[config.mk]
export PLATFORM = sky130hd
export DESIGN_NAME = spi_bufport
export DESIGN_NICKNAME = d
export VERILOG_FILES = /design/src/rtl/spi_bufport_pkg.sv /design/src/rtl/spi_sync.sv /design/src/rtl/spi_clkgen.sv /design/src/rtl/spi_shifter.sv /design/src/rtl/spi_bufport.sv
export SDC_FILE = /design/constraint.sdc
export NUM_CORES = 1
export LEC_CHECK = 0
export BUFFER_PORTS_ARGS = -buffer_cell sky130_fd_sc_hd__buf_4
export CORE_UTILIZATION = 53
export CTS_BUF_LIST = sky130_fd_sc_hd__clkbuf_8 sky130_fd_sc_hd__clkbuf_16
export CTS_CLUSTER_DIAMETER = 60
export DETAILED_ROUTE_END_ITERATION = 16
export PLACE_DENSITY_LB_ADDON = 0.3
export SLEW_MARGIN = 20
export SYNTH_ARGS = -nofsm -noshare
export SYNTH_HDL_FRONTEND = slang
export SYNTH_SLANG_ARGS = --single-unit
[constraint.sdc]
create_clock -name clk -period 2 [get_ports clk]
set_clock_uncertainty 0.15 [all_clocks]
set_input_delay 0.2 -clock clk [delete_from_list [all_inputs] [get_ports clk]]
set_output_delay 0.2 -clock clk [all_outputs]
set_load 0.02 [all_outputs]
[src/rtl/spi_bufport_pkg.sv]
package spi_bufport_pkg;
  localparam int DIV_W = 4;

  localparam logic [1:0] A_CTRL = 2'd0;
  localparam logic [1:0] A_TX   = 2'd1;
  localparam logic [1:0] A_RX   = 2'd2;
  localparam logic [1:0] A_STAT = 2'd3;

  typedef struct packed {
    logic [DIV_W-1:0] div;
    logic             spare;
    logic             overwrite;
    logic             send_zeros;
    logic             master;
  } ctrl_t;
endpackage

[src/rtl/spi_sync.sv]
module spi_sync #(
  parameter int          W       = 3,
  parameter logic [W-1:0] RST_VAL = '0
) (
  input  logic         clk,
  input  logic         rst_n,
  input  logic [W-1:0] d,
  output logic [W-1:0] q
);
  logic [W-1:0] meta;

  always_ff @(posedge clk or negedge rst_n) begin
    if (!rst_n) begin
      meta <= RST_VAL;
      q    <= RST_VAL;
    end else begin
      meta <= d;
      q    <= meta;
    end
  end
endmodule

[src/rtl/spi_clkgen.sv]
module spi_clkgen #(
  parameter int DIV_W = 4
) (
  input  logic             clk,
  input  logic             rst_n,
  input  logic             run,
  input  logic [DIV_W-1:0] div,
  output logic             sck,
  output logic             rise,
  output logic             fall
);
  logic [DIV_W-1:0] cnt;
  logic             tick;

  assign tick = run && (cnt == div);
  assign rise = tick && !sck;
  assign fall = tick && sck;

  always_ff @(posedge clk or negedge rst_n) begin
    if (!rst_n) begin
      cnt <= '0;
      sck <= 1'b0;
    end else if (!run) begin
      cnt <= '0;
      sck <= 1'b0;
    end else if (tick) begin
      cnt <= '0;
      sck <= !sck;
    end else begin
      cnt <= cnt + 1'b1;
    end
  end
endmodule

[src/rtl/spi_shifter.sv]
module spi_shifter #(
  parameter int WORD_W = 8
) (
  input  logic              clk,
  input  logic              rst_n,
  input  logic              start,
  input  logic              abort,
  input  logic [WORD_W-1:0] load_word,
  input  logic              rise,
  input  logic              fall,
  input  logic              sample_bit,
  output logic              busy,
  output logic              out_bit,
  output logic              word_done,
  output logic [WORD_W-1:0] rx_word
);
  localparam int CNT_W = $clog2(WORD_W + 1);
  localparam logic [CNT_W-1:0] LAST = CNT_W'(WORD_W - 1);
  localparam logic [CNT_W-1:0] FULL = CNT_W'(WORD_W);

  logic [WORD_W-1:0] tx_sh;
  logic [WORD_W-2:0] rx_sh;
  logic [CNT_W-1:0]  cnt;

  assign out_bit   = tx_sh[WORD_W-1];
  assign word_done = busy && rise && (cnt == LAST);
  assign rx_word   = {rx_sh, sample_bit};

  always_ff @(posedge clk or negedge rst_n) begin
    if (!rst_n) begin
      tx_sh <= '1;
      rx_sh <= '0;
      cnt   <= '0;
      busy  <= 1'b0;
    end else if (abort) begin
      cnt  <= '0;
      busy <= 1'b0;
    end else if (start) begin
      tx_sh <= load_word;
      cnt   <= '0;
      busy  <= 1'b1;
    end else if (busy) begin
      if (rise) begin
        rx_sh <= {rx_sh[WORD_W-3:0], sample_bit};
        cnt   <= cnt + 1'b1;
      end else if (fall && cnt != '0) begin
        if (cnt == FULL) busy <= 1'b0;
        else             tx_sh <= {tx_sh[WORD_W-2:0], 1'b0};
      end
    end
  end
endmodule

[src/rtl/spi_bufport.sv]
module spi_bufport
  import spi_bufport_pkg::*;
#(
  parameter int WORD_W = 8
) (
  input  logic              clk,
  input  logic              rst_n,
  input  logic [1:0]        host_addr,
  input  logic              host_wr,
  input  logic [WORD_W-1:0] host_wdata,
  input  logic              host_rd,
  output logic [WORD_W-1:0] host_rdata,
  input  logic              sck_in,
  output logic              sck_out,
  output logic              sck_oe,
  input  logic              ss_n_in,
  input  logic              mosi_in,
  output logic              mosi_oe,
  input  logic              miso_in,
  output logic              miso_oe
);
  localparam int CTRL_W = $bits(ctrl_t);

  ctrl_t             ctrl_q;
  logic [WORD_W-1:0] tx_buf, last_word, rx_buf, rx_word, load_word;
  logic              tx_full, rx_full, overrun, mode_fault;
  logic              s_sck, s_ss_n, s_mosi, sck_d;
  logic              m_rise, m_fall, s_rise, s_fall, rise, fall;
  logic              busy, out_bit, word_done, sample_bit;
  logic              fault, m_start, s_start, start, abort;
  logic              overwrite_en, master_en;
  logic              wr_ctrl, wr_tx, wr_stat, rd_rx;

  assign master_en    = ctrl_q.master;
  assign overwrite_en = ctrl_q.overwrite;
  assign wr_ctrl = host_wr && host_addr == A_CTRL;
  assign wr_tx   = host_wr && host_addr == A_TX;
  assign wr_stat = host_wr && host_addr == A_STAT;
  assign rd_rx   = host_rd && host_addr == A_RX;

  spi_sync #(.W(3), .RST_VAL(3'b010)) u_sync (
    .clk(clk), .rst_n(rst_n),
    .d({sck_in, ss_n_in, mosi_in}),
    .q({s_sck, s_ss_n, s_mosi})
  );

  always_ff @(posedge clk or negedge rst_n) begin
    if (!rst_n) sck_d <= 1'b0;
    else        sck_d <= s_sck;
  end

  assign s_rise = s_sck && !sck_d;
  assign s_fall = !s_sck && sck_d;

  spi_clkgen #(.DIV_W(DIV_W)) u_clkgen (
    .clk(clk), .rst_n(rst_n),
    .run(master_en && busy), .div(ctrl_q.div),
    .sck(sck_out), .rise(m_rise), .fall(m_fall)
  );

  assign rise       = master_en ? m_rise  : s_rise;
  assign fall       = master_en ? m_fall  : s_fall;
  assign sample_bit = master_en ? miso_in : s_mosi;

  assign fault   = master_en && !s_ss_n;
  assign m_start = master_en && s_ss_n && tx_full && !busy;
  assign s_start = !master_en && !s_ss_n && !busy;
  assign start   = m_start || s_start;
  assign abort   = fault || (!master_en && s_ss_n && busy);

  assign load_word = tx_full           ? tx_buf :
                     ctrl_q.send_zeros ? '0     : last_word;

  spi_shifter #(.WORD_W(WORD_W)) u_shift (
    .clk(clk), .rst_n(rst_n),
    .start(start), .abort(abort), .load_word(load_word),
    .rise(rise), .fall(fall), .sample_bit(sample_bit),
    .busy(busy), .out_bit(out_bit),
    .word_done(word_done), .rx_word(rx_word)
  );

  always_ff @(posedge clk or negedge rst_n) begin
    if (!rst_n) begin
      ctrl_q     <= '0;
      tx_buf     <= '0;
      tx_full    <= 1'b0;
      last_word  <= '0;
      rx_buf     <= '0;
      rx_full    <= 1'b0;
      overrun    <= 1'b0;
      mode_fault <= 1'b0;
    end else begin
      if (wr_ctrl) ctrl_q <= ctrl_t'(host_wdata[CTRL_W-1:0]);
      if (fault) begin
        ctrl_q.master <= 1'b0;
        mode_fault    <= 1'b1;
      end else if (wr_stat && host_wdata[3]) begin
        mode_fault <= 1'b0;
      end

      if (wr_tx) begin
        tx_buf  <= host_wdata;
        tx_full <= 1'b1;
      end else if (start && tx_full) begin
        tx_full   <= 1'b0;
        last_word <= tx_buf;
      end

      if (word_done) begin
        if (!rx_full || ctrl_q.overwrite) rx_buf <= rx_word;
        rx_full <= 1'b1;
        if (rx_full) overrun <= 1'b1;
        else if (wr_stat && host_wdata[2]) overrun <= 1'b0;
      end else begin
        if (rd_rx) rx_full <= 1'b0;
        if (wr_stat && host_wdata[2]) overrun <= 1'b0;
      end
    end
  end

  always_comb begin
    case (host_addr)
      A_CTRL:  host_rdata = WORD_W'(ctrl_q);
      A_RX:    host_rdata = rx_buf;
      A_STAT:  host_rdata = WORD_W'({mode_fault, overrun, rx_full, !tx_full});
      default: host_rdata = '0;
    endcase
  end

  assign sck_oe  = master_en && ss_n_in;
  assign mosi_oe = master_en && ss_n_in && busy && !out_bit;
  assign miso_oe = !master_en && !ss_n_in && !s_ss_n && busy && !out_bit;
endmodule

* Word level (Yosys, flattened, before mapping)
Index checks and enable logic that the tools add are counted.
Widths: inputs -> output; s select.
** Cells by class
- $add $sub $neg :: 2
- Reduce and logical (&&, ||, !) cells :: 59
- Mux-type cells :: 36
- Equal/unequal tests :: 9
- Bitwise logic cells :: 3
** Operators by type and width (number)
- $mux 8 :: 7
- $logic_and 1x1->1 :: 31
- $mux 4 :: 6
- $pmux 8 s3 :: 1
- $mux 1 :: 22
- $reduce_bool 2->1 :: 6
- $logic_not 1->1 :: 10
- $add 4x1->4 const B :: 2
- $ne 2x2->1 const B :: 3
- $reduce_and 2->1 :: 3
- $reduce_bool 3->1 :: 2
- $reduce_and 5->1 :: 1
- $eq 2x2->1 const B :: 2
- $eq 4x3->1 const B :: 1
- $eq 4x4->1 :: 1
- $eq 4x4->1 const B :: 1
- $reduce_and 4->1 :: 1
- $reduce_bool 4->1 :: 1
- $logic_or 1x1->1 :: 3
- $not 1->1 :: 3
- $eq 2x1->1 const B :: 1
- $logic_not 2->1 :: 1
** Word-level totals
- Bits of input ports :: 18
- Register bits :: 68
- Output and inout bits :: 12
- Word-level logic and storage cells :: 130

* Longest topological paths before layout
- Depth in word-level cells :: 10
- Depth in mapped cells :: 7

* Hierarchy
From an unflattened synthesis, not the netlist that was laid out.
** Second synthesis, totals
- Cell total of the unflattened synthesis :: 260
- Area total of the unflattened synthesis :: 3254.4 sq um
** By module, submodules not included
- spi_bufport :: times used 1, cells an instance 134, area an instance 1786.7 sq um
- spi_shifter :: times used 1, cells an instance 95, area an instance 1042.2 sq um
- spi_clkgen :: times used 1, cells an instance 25, area an instance 272.8 sq um
- spi_sync :: times used 1, cells an instance 6, area an instance 152.6 sq um

* Least setup slack after synthesis
Ideal clock, no wire load.
- Kind :: reg2reg
- Start point :: register u_clkgen.cnt[2]
- End point :: register rx_buf[0]
- Data arrival time :: 1.813 ns
- Data required time :: 1.725 ns
- Clock period less this slack :: 2.087 ns
- Stages on the path, launching flop included :: 7
- Path slack :: -0.087 ns
- Path through :: dfrtp_1 -> xnor2_1 -> nand4_1 -> o32a_1 -> buf_6 -> nor3_4 -> mux2_2
** On the way
- Cells in the longest elaborated chain, start to end :: 7
** RTL lines
- start, declared :: RTL line spi_clkgen.sv:12 : logic [DIV_W-1:0] cnt;
- start signal, assigned :: RTL line spi_clkgen.sv:30 : cnt <= cnt + 1'b1;
- $eq 4x4->1 :: RTL line spi_clkgen.sv:15 : assign tick = run && (cnt == div);
- $logic_and 1x1->1 :: RTL line spi_clkgen.sv:15
- $logic_and 1x1->1 :: RTL line spi_clkgen.sv:16 : assign rise = tick && !sck;
- $mux 1 :: RTL line spi_bufport.sv:61 : assign rise = master_en ? m_rise : s_rise;
- $logic_and 1x1->1 (2 in a row) :: RTL line spi_shifter.sv:26 : assign word_done = busy && rise && (cnt == LAST);
- $reduce_and 2->1 (no source line)
- end signal, assigned :: RTL line spi_bufport.sv:110 : if (!rx_full || ctrl_q.overwrite) rx_buf <= rx_word;
- end, declared :: RTL line spi_bufport.sv:25 : logic [WORD_W-1:0] tx_buf, last_word, rx_buf, rx_word, load_word;
No other way between the ends.
A chain may end at the register's enable or synchronous reset.

* Worst setup path after layout
- Start point :: register ctrl_q[4] (netlist name)
- End point :: register rx_buf[6]
** On the way
- Cells in the longest elaborated chain, start to end :: 7
** RTL lines
- start, declared :: RTL line spi_bufport.sv:24 : ctrl_t ctrl_q;
- start signal, assigned :: RTL line spi_bufport.sv:93 : if (wr_ctrl) ctrl_q <= ctrl_t'(host_wdata[CTRL_W-1:0]);
- $eq 4x4->1 :: RTL line spi_clkgen.sv:15
- $logic_and 1x1->1 :: RTL line spi_clkgen.sv:15
- $logic_and 1x1->1 :: RTL line spi_clkgen.sv:16
- $mux 1 :: RTL line spi_bufport.sv:61
- $logic_and 1x1->1 (2 in a row) :: RTL line spi_shifter.sv:26
- $reduce_and 2->1 (no source line)
No other way between the ends.

==> impl_metrics.env <==
export IMPL_min_from="host_rd"
export IMPL_netlist_area_leader_share_pct=46.2
export IMPL_post_place_ws_ns=-0.192
export IMPL_ios=30
export IMPL_hold_class="input port to register"
export IMPL_die_area_um2=6240
export IMPL_ys_seq_area_share_pct=54.5
export IMPL_grt_start_max_net_pins=38
export IMPL_crit_required_ns=2.08
export IMPL_clkTransAtPathRegs_ns=0.08
export IMPL_slew_violations=0
export IMPL_cts_path_max_buffers=2
export IMPL_worstPathArrival_ns=2.17
export IMPL_grt_use_met3_pct=7.36
export IMPL_ir_worst_vdd_mv=0.693
export IMPL_grt_usage_pct=24.5
export IMPL_antenna_left=0
export IMPL_syn_cell_area_um2=3140
export IMPL_yosys_cell_types_count=40
export IMPL_tritoncts="built"
export IMPL_cts_max_level=3
export IMPL_fin_nets=356
export IMPL_drt_wirelength_per_cell_um=16.5
export IMPL_vias=2267
export IMPL_routed_wl_mm=6.82
export IMPL_synth_fp_nets=278
export IMPL_cts_sinks=68
export IMPL_r2r_start="ctrl_q[4]"
export IMPL_rsz0062_at_grt="yes"
export IMPL_min_period_ns=2.08
export IMPL_numPortBuffers=29
export IMPL_maxCapViolations=0
export IMPL_ys_ff_latch=68
export IMPL_fp_dieH_um=79.0
export IMPL_first_global_vias=2302
export IMPL_area_growth_pct=32.5
export IMPL_coreArea_um2=5610
export IMPL_drt_iter0_markers=88
export IMPL_yosys_warnings=0
export IMPL_critPathMaxFanout=8
export IMPL_die_width_um=79.0
export IMPL_drt_pass1_iterations=4
export IMPL_synthCells=257
export IMPL_initial_core_util_pct=56.0
export IMPL_postSynth_asyncResetShare_pct=100
export IMPL_antenna_found_initial=0
export IMPL_p_leak_nw=1.92
export IMPL_drive_above_1_share_pct=45.3
export IMPL_avgSynthCellArea_um2=12.2
export IMPL_globalplace_congestion=0.845
export IMPL_grt_pass1_wl_mm=11.2
export IMPL_synth_flop_cell="dfrtp_1"
export IMPL_use_met2_pct=39.6
export IMPL_diodes=0
export IMPL_final_setup_worst_slack_ns=-0.0839
export IMPL_rows=27
export IMPL_slew_headroom_pct=68.0
export IMPL_finish_utilization_pct=74.3
export IMPL_met1_usage_pct=32.1
export IMPL_dp_hpwl_mm=4.46
export IMPL_grt_overflow_total=0
export IMPL_ctsRootBufferMaster="clkbuf_8"
export IMPL_synth_area_leaders="dfrtp_1 46%, mux2_2 14%, dfstp_2 8.4%, mux2_4 3.3%, mux2i_1 2.9%"
export IMPL_vias_per_cell=5.50
export IMPL_pwr_density_cell_nw_per_um2=1110
export IMPL_criticalPathCategory="register to register"
export IMPL_reg2reg_slack_ns=-0.08
export IMPL_critPathLaunchType="register"
export IMPL_insertion_delay_ns=0.34
export IMPL_tightest_slew_ns=0.479
export IMPL_violations="setup timing"
export IMPL_yosys_area_top_type="dfrtp_1"
export IMPL_critPathCaptureType="register"
export IMPL_grt_busiest_layer="met2"
export IMPL_synth_edf_count=0
export IMPL_fin_crit_sh_pct=104
export IMPL_crit_path_start="ctrl_q[4]"
export IMPL_setup_viol=15
export IMPL_max_freq_ghz=0.480
export IMPL_cts_buffers=9
export IMPL_finalHoldViolCount=0
export IMPL_drc=0
export IMPL_fillCellCount=390
export IMPL_outcome="finished with violations"
==> final cells by class <==
class                      instances  area, um2  area share (%)
clock inverter                     5        108            2.58
multi-input combinational        168       1400            33.6
clock buffer                      11        151            3.64
inverter                           9       33.8           0.811
timing repair buffer              79        668            16.0
tap                               72       90.1            2.16
sequential                        68       1710            41.2
==> repair_timing <==
action / CTS / global route
gates resized for setup: 14 / 5
pin swaps: 4 / 6
setup endpoints to repair: 24 / 28
setup buffers: 6 / 2
hold buffers: 12 / 0
endpoints found under the hold margin: 45 / 0
==> power by group <==
| group | leakage, nW | internal (mW) | switching, mW | total (mW) |
|---|---|---|---|---|
| Clock | 0.130 | 0.901 | 0.529 | 1.43 |
| Sequential | 0.840 | 1.74 | 0.227 | 1.97 |
| Combinational | 0.952 | 0.697 | 0.534 | 1.23 |
| Total | 1.92 | 3.34 | 1.29 | 4.63 |
==> placed cells by master (no fill, tap or decap), types with 4 or more instances in the layout <==
cell,instances
buf_4,62
dfrtp_1,58
mux2_2,32
nor2_1,22
mux2_4,14
dlygate4sd3_1,12
a21oi_1,11
clkbuf_8,11
o21ai_0,10
dfstp_2,10
mux2i_1,9
nand2_1,9
inv_1,9
nand3_1,8
a22oi_1,6
xnor2_1,5
nand4_1,4
==> layer usage <==
metal,vias to the layer above,part of all wire (%),wire length [um]
met5,-,0,0
met4,0,1.1,78
met3,8,4.1,280
met2,57,49,3320
met1,1135,46,3140
li1,1067,-,-
==> metrics by stage <==
stage	hold slack [ns]	cell area (um2)	TNS (ns)	power, mW	instances
2_1_floorplan	-0.246	3150	-0.411	2.66	257
3_3_place_gp	0.0440	3640	-1.22	3.01	376
3_5_place_dp	0.0464	3640	-2.60	3.06	376
4_1_cts	0.0305	4130	-0.767	4.62	410
5_1_grt	0.0659	4160	-3.20	4.86	412
6_report	0.0454	4160	-1.04	4.63	412
==> Yosys cell counts (all sizes together) (2+ instances only) <==
| library cell | number |
|---|---|
| nand4 | 4 |
| nor3b | 3 |
| nand3b | 2 |
| nand3 | 8 |
| nor2 | 22 |
| or3 | 2 |
| dfrtp | 58 |
| buf | 7 |
| mux2i | 9 |
| o21ai | 12 |
| nand2 | 9 |
| mux2 | 46 |
| a22oi | 6 |
| dfstp | 10 |
| xnor2 | 7 |
| inv | 9 |
| clkbuf | 5 |
| ha | 3 |
| a21oi | 16 |
| a22o | 2 |
| or2 | 2 |
| nand2b | 3 |
==> path summary, 6_finish.rpt <==
path | depth (start not counted) | end
min | 4 | rx_full
max reg2reg | 6 | rx_buf[6]
min reg2reg | 0 | u_sync.q[0]
max in group asynchronous | 3 | last_word[6]
min in group asynchronous | 2 | u_shift.cnt[1]
max | 6 | rx_buf[6]
==> sequential cells by signal, summed over array words and instances (netlist names) <==
| name | cells |
|---|---|
| last_word | 8 |
| rx_buf | 8 |
| tx_buf | 8 |
| u_shift.tx_sh | 8 |
| u_shift.rx_sh | 7 |
| ctrl_q | 6 |
| u_clkgen.cnt | 4 |
| u_shift.cnt | 4 |
| u_sync.meta | 3 |
| u_sync.q | 3 |
| master_en | 1 |
| mode_fault | 1 |
| overrun | 1 |
| overwrite_en | 1 |
| rx_full | 1 |
| sck_d | 1 |
| tx_full | 1 |
| u_clkgen.sck | 1 |
| u_shift.busy | 1 |
==> worst max-delay path: stages (launching register included) <==
cell and delay (ns):
dfrtp_1 0.42, xnor2_2 0.20, nand4_1 0.14, o32a_1 0.39, nor3_4 0.19, buf_12 0.16
mux2_2 0.33
==> logic make-up (layout without fill, tap and decap cells) <==
logic type,after synthesis,in the layout,synth area share (%)
DFF,68,68,54.5
muxes,55,55,20.2
AOI/OAI and AO/OA,42,42,8.68
buffers and inverters,21,104,3.14
and+or+nand+nor,60,60,10.0
xor gates and xnor gates,8,8,2.23
adders and majority gates,3,3,1.19
Power figures use the tool's default switching activity.
